[config.mk]
export PLATFORM = sky130hd
export DESIGN_NAME = refill_seq
export DESIGN_NICKNAME = d
export VERILOG_FILES = /design/src/rtl/refill_pkg.sv /design/src/rtl/refill_order_gen.sv /design/src/rtl/refill_line_buf.sv /design/src/rtl/refill_fwd.sv /design/src/rtl/refill_seq.sv
export SDC_FILE = /design/constraint.sdc
export NUM_CORES = 1
export LEC_CHECK = 0
export BUFFER_PORTS_ARGS = -buffer_cell sky130_fd_sc_hd__buf_4
export CAP_MARGIN = 20
export CORE_MARGIN = 4
export CORE_UTILIZATION = 50
export DETAILED_ROUTE_END_ITERATION = 8
export PLACE_DENSITY_LB_ADDON = 0.2
export SETUP_SLACK_MARGIN = 0.2
export SLEW_MARGIN = 40
export SYNTH_ARGS = -nofsm -noshare
export SYNTH_HDL_FRONTEND = slang
export SYNTH_HIERARCHICAL = 1
export SYNTH_SLANG_ARGS = --single-unit
export TNS_END_PERCENT = 5
[constraint.sdc]
create_clock -name clk -period 3.5 [get_ports clk]
set_input_delay 0 -clock clk [delete_from_list [all_inputs] [get_ports clk]]
set_output_delay 0 -clock clk [all_outputs]
set_load 0.05 [all_outputs]
[src/rtl/refill_pkg.sv]
package refill_pkg;

  typedef enum logic [1:0] {
    RF_IDLE  = 2'd0,
    RF_FETCH = 2'd1,
    RF_DONE  = 2'd2
  } refill_state_e;

  // Offset of the word fetched at position 'step' of the burst.
  function automatic int unsigned burst_offset(int unsigned step,
                                               int unsigned start,
                                               logic        wrap,
                                               int unsigned words);
    if (wrap) return (start + step) % words;
    return step;
  endfunction

endpackage

[src/rtl/refill_order_gen.sv]
module refill_order_gen
  import refill_pkg::*;
#(
  parameter int WORDS = 8,
  localparam int OFS_W = $clog2(WORDS)
) (
  input  logic             clk,
  input  logic             rst_n,
  input  logic             start,
  input  logic             advance,
  input  logic [OFS_W-1:0] start_ofs,
  input  logic             wrap_mode,
  output logic [OFS_W-1:0] cur_ofs,
  output logic             last_word
);

  logic [OFS_W-1:0] step_q;
  logic [OFS_W-1:0] start_q;
  logic             wrap_q;

  always_ff @(posedge clk or negedge rst_n) begin
    if (!rst_n) begin
      step_q  <= '0;
      start_q <= '0;
      wrap_q  <= 1'b0;
    end else if (start) begin
      step_q  <= '0;
      start_q <= start_ofs;
      wrap_q  <= wrap_mode;
    end else if (advance) begin
      step_q  <= step_q + 1'b1;
    end
  end

  always_comb begin
    cur_ofs   = OFS_W'(burst_offset(int'(step_q), int'(start_q), wrap_q, WORDS));
    last_word = (step_q == OFS_W'(WORDS - 1));
  end

  // position moves only when a word is taken
  assert_step_hold_R7: assert property (@(posedge clk) disable iff (!rst_n)
    (!start && !advance) |=> $stable(cur_ofs));

  // consecutive wrapped offsets differ by one
  assert_wrap_step_R3: assert property (@(posedge clk) disable iff (!rst_n)
    (!start && advance && !last_word && wrap_q) |=> (cur_ofs == $past(cur_ofs) + 1'b1));

endmodule

[src/rtl/refill_line_buf.sv]
module refill_line_buf #(
  parameter int WORDS  = 8,
  parameter int WORD_W = 32,
  localparam int OFS_W = $clog2(WORDS)
) (
  input  logic                    clk,
  input  logic                    rst_n,
  input  logic                    we,
  input  logic [OFS_W-1:0]        wofs,
  input  logic [WORD_W-1:0]       wdata,
  output logic [WORDS*WORD_W-1:0] line_o
);

  for (genvar g = 0; g < WORDS; g++) begin : g_word
    logic [WORD_W-1:0] word_q;
    always_ff @(posedge clk or negedge rst_n) begin
      if (!rst_n)                            word_q <= '0;
      else if (we && wofs == OFS_W'(g))      word_q <= wdata;
    end
    assign line_o[g*WORD_W +: WORD_W] = word_q;
  end

  // a taken word lands in its own slot of the line
  assert_slot_write_R8: assert property (@(posedge clk) disable iff (!rst_n)
    we |=> (line_o[$past(wofs)*WORD_W +: WORD_W] == $past(wdata)));

endmodule

[src/rtl/refill_fwd.sv]
module refill_fwd #(
  parameter int WORDS  = 8,
  parameter int WORD_W = 32,
  localparam int OFS_W = $clog2(WORDS)
) (
  input  logic              clk,
  input  logic              rst_n,
  input  logic              start,
  input  logic              beat,
  input  logic [OFS_W-1:0]  cur_ofs,
  input  logic [OFS_W-1:0]  miss_ofs,
  input  logic [WORD_W-1:0] rdata,
  output logic              cpu_valid,
  output logic [WORD_W-1:0] cpu_data,
  output logic              fwd_seen
);

  logic hit_now;

  always_comb begin
    hit_now   = beat && (cur_ofs == miss_ofs);
    cpu_valid = hit_now;
    cpu_data  = rdata;
  end

  always_ff @(posedge clk or negedge rst_n) begin
    if (!rst_n)         fwd_seen <= 1'b0;
    else if (start)     fwd_seen <= 1'b0;
    else if (hit_now)   fwd_seen <= 1'b1;
  end

  // the missed word is handed over only once per refill
  assert_single_fwd_R6: assert property (@(posedge clk) disable iff (!rst_n)
    cpu_valid |-> !fwd_seen);

  // forwarding needs a returning word
  assert_fwd_needs_beat_R5: assert property (@(posedge clk) disable iff (!rst_n)
    cpu_valid |-> beat);

endmodule

[src/rtl/refill_seq.sv]
module refill_seq
  import refill_pkg::*;
#(
  parameter int LINE_W = 24,
  parameter int WORD_W = 32,
  parameter int WORDS  = 8,
  localparam int OFS_W = $clog2(WORDS),
  localparam int ADDR_W = LINE_W + OFS_W
) (
  input  logic                    clk,
  input  logic                    rst_n,
  input  logic                    miss_valid,
  input  logic [LINE_W-1:0]       miss_line,
  input  logic [OFS_W-1:0]        miss_offset,
  input  logic                    cwf_mode,
  output logic                    busy,
  output logic                    mem_req,
  output logic [ADDR_W-1:0]       mem_addr,
  input  logic                    mem_valid,
  input  logic [WORD_W-1:0]       mem_rdata,
  output logic                    cpu_valid,
  output logic [WORD_W-1:0]       cpu_data,
  output logic                    fill_done,
  output logic [LINE_W-1:0]       fill_line,
  output logic [WORDS*WORD_W-1:0] fill_data
);

  refill_state_e    state_q, state_d;
  logic [LINE_W-1:0] line_q;
  logic [OFS_W-1:0]  miss_ofs_q;

  // named internal events
  logic             accept;
  logic             beat;
  logic [OFS_W-1:0] cur_ofs;
  logic             last_word;
  logic             fwd_seen;

  always_comb begin
    accept = miss_valid && (state_q == RF_IDLE);
    beat   = (state_q == RF_FETCH) && mem_valid;
  end

  always_comb begin
    state_d = state_q;
    unique case (state_q)
      RF_IDLE:  if (accept)             state_d = RF_FETCH;
      RF_FETCH: if (beat && last_word)  state_d = RF_DONE;
      RF_DONE:                          state_d = RF_IDLE;
      default:                          state_d = RF_IDLE;
    endcase
  end

  always_ff @(posedge clk or negedge rst_n) begin
    if (!rst_n) begin
      state_q    <= RF_IDLE;
      line_q     <= '0;
      miss_ofs_q <= '0;
    end else begin
      state_q <= state_d;
      if (accept) begin
        line_q     <= miss_line;
        miss_ofs_q <= miss_offset;
      end
    end
  end

  refill_order_gen #(.WORDS(WORDS)) u_order (
    .clk       (clk),
    .rst_n     (rst_n),
    .start     (accept),
    .advance   (beat),
    .start_ofs (miss_offset),
    .wrap_mode (cwf_mode),
    .cur_ofs   (cur_ofs),
    .last_word (last_word)
  );

  refill_line_buf #(.WORDS(WORDS), .WORD_W(WORD_W)) u_buf (
    .clk    (clk),
    .rst_n  (rst_n),
    .we     (beat),
    .wofs   (cur_ofs),
    .wdata  (mem_rdata),
    .line_o (fill_data)
  );

  refill_fwd #(.WORDS(WORDS), .WORD_W(WORD_W)) u_fwd (
    .clk       (clk),
    .rst_n     (rst_n),
    .start     (accept),
    .beat      (beat),
    .cur_ofs   (cur_ofs),
    .miss_ofs  (miss_ofs_q),
    .rdata     (mem_rdata),
    .cpu_valid (cpu_valid),
    .cpu_data  (cpu_data),
    .fwd_seen  (fwd_seen)
  );

  always_comb begin
    busy      = (state_q != RF_IDLE);
    mem_req   = (state_q == RF_FETCH);
    mem_addr  = {line_q, cur_ofs};
    fill_done = (state_q == RF_DONE);
    fill_line = line_q;
  end

  // first requested offset follows the mode
  assert_first_req_R3: assert property (@(posedge clk) disable iff (!rst_n)
    accept |=> (mem_addr[OFS_W-1:0] == ($past(cwf_mode) ? $past(miss_offset) : '0)));

  // busy holds until the completion pulse
  assert_busy_hold_R9: assert property (@(posedge clk) disable iff (!rst_n)
    (busy && !fill_done) |=> busy);

  // completion is a single-cycle pulse
  assert_done_pulse_R8: assert property (@(posedge clk) disable iff (!rst_n)
    fill_done |=> !fill_done);

  // a line never completes without its missed word having been forwarded
  assert_done_after_fwd_R6: assert property (@(posedge clk) disable iff (!rst_n)
    fill_done |-> fwd_seen);

  // line address fixed while requests are pending
  assert_line_stable_R9: assert property (@(posedge clk) disable iff (!rst_n)
    (mem_req && !accept) |=> (mem_addr[ADDR_W-1:OFS_W] == $past(mem_addr[ADDR_W-1:OFS_W])));

endmodule

==> key figures <==
Detailed routing
  – DRT antenna net count: 0
  – Number of remaining DRC errors: 0
  – Vias: 7,365
  – Post-DR vias/cell: 4.99
  – Total Wirelength: 31,100 um
  – DR iter-0 viols: 260
  – Detailed Routing Iterations Pass 1: 4
  – Drt wl/cell: 21.1 um

STA
  – Min Hold Slack: 0.0384 ns
  – # setup viols final: 0
  – Slew Limit Fails: 0
  – Setup slack after layout: 0.685 ns
  – Worst slew pin tran: 0.613 ns
  – Final Hold Fails: 0
  – Fmax achieved: 355 MHz
  – Post-route clock skew: 0.0108 ns
  – Final Cycle Share: 80.4%
  – Setup TNS: 0 ns
  – Minimum clock period after layout: 2.81 ns
  – RSZ-0062 raised after global routing: false
  – Slew HR: 59.1%

Clock tree
  – CTS tree: yes
  – Resized Gates After CTS: 0
  – Postcts setup bufs: 0
  – Worst-Skew Late Latency: 0.54 ns
  – CTS Root Buffer Type: clkbuf_16
  – CTS Buffer Depth: 3
  – CTS buffer count: 30
  – Clock slew at reported path FFs: 0.06 ns
  – CTS sink cnt: 292
  – H-tree depth: 1

Place
  – Dpl ws: 0.696 ns
  – Post-DP HPWL: 21,100 um
  – Routability cong.: 0.769
  – PortBufs: 406
  – Placed Cells: 1,356

Floorplan
  – Die Span Y: 161 um
  – Starting Density: 51.2%
  – Die W: 161 um
  – Area of the core: 22,800 um2
  – Die ar.: 25,800 um2
  – Rows: 55
  – Ports: 407

Finish
  – N_diodes: 0
  – Final nets: 1,207
  – Most frequent cells in the layout: 423 x buf_4, 292 x dfrtp_1, 253 x mux2_2
  – Area grow syn2layout: 40.2%
  – Share of cells above drive strength 1: 65.6%
  – Most common cell after layout, fill and taps aside: buf_4
  – Layout Cells excl Fill: 1,475

Critical path
  – Critical path required time: 3.50 ns
  – Worst Setup End Kind: primary output
  – Critical Path Start Type: flip-flop
  – Setup CP Type: flip-flop to primary output
  – WP data arrival: 2.81 ns
  – CP Max Fanout: 9

Global routing
  – First-pass GRT wire length: 48,200 um
  – Initial antenna violation count: 0
  – Largest net degree at the start of global routing: 58
  – Congestion Overflow GR: 0
  – Total GRT Usage: 23.5%
  – Vias in the first global route: 8,124

Logic synthesis
  – Synth warn: 6
  – Syn nets: 773
  – Post-Syn Area per Cell: 16.5 um2
  – Cell count after synthesis: 705
  – Cell Area, Synth: 11,700 um2

Min path
  – Worst min path class: input pin to async pin

Flow run
  – Max_cap viols: 0

Outcome
  – Status: finished clean
layout make-up:
type	count	area (um2)
Sequential cell	292	7310
Multi-Input combinational cell	322	3690
Timing Repair Buffer	493	3950
Tap cell	313	392
Clock inverter	9	101
Clock buffer	46	912
Fill cell	1494	6420
worst paths after layout:
check                                           startpoint                    endpoint  slack (ns)  cells past startpoint
max in group asynchronous                            rst_n  u_buf/g_word[7].word_q[25]        2.56                      5
worst max register to register           u_order/step_q[0]   u_buf/g_word[1].word_q[1]        0.70                      5
min in group clk                                miss_valid           u_order/step_q[2]        0.10                      4
worst min register to register  u_buf/g_word[1].word_q[17]  u_buf/g_word[1].word_q[17]        0.49                      1
worst min-delay path                                 rst_n                fill_line[2]        0.04                      3
worst max-delay path                     u_order/step_q[0]                   cpu_valid        0.69                      9
worst max-delay path, stage by stage (launching register included):
cell,delay (ns)
dfrtp_1,0.42
ha_1,0.23
fa_1,0.38
xor2_1,0.15
nand2_1,0.10
xnor2_2,0.14
buf_4,0.18
xor2_1,0.15
nor4b_2,0.26
buf_4,0.26
per-layer routing:
metal  share of wire, %  GRT usage (%)  wire length, um  up-vias
met3                8.2           6.47             2540       44
li1                   -              -                -     3285
met4                2.1           6.17              650        0
met5                  0              0                0        -
met1                 39           28.9            12200     3730
met2                 51           41.3            15700      306
timing repair:
item | in CTS | in global routing
endpoints found under the hold margin | 474 | 0
hold buffers | 64 | 0
setup endpoints to repair | 0 | 0
through the flow:
step                      utilization [%]  area (um2)
after global routing                 71.8       16400
after detailed placement             64.5       14700
after CTS                            71.8       16400
after global placement               64.3       14600
final                                71.8       16400
after floorplan                         -       11700
state kept, by name, summed over array words and instances, names as in the netlist:
signal and count:
miss_ofs_q 3, u_order/start_q 3, u_order/wrap_q 1, fill_line 24
state_q 2, u_buf/g_word.word_q 256, u_order/step_q 3
Power is left out: the tool's default activity adds up to more than one toggle a clock period on the data nets, which glitch-free logic cannot reach.
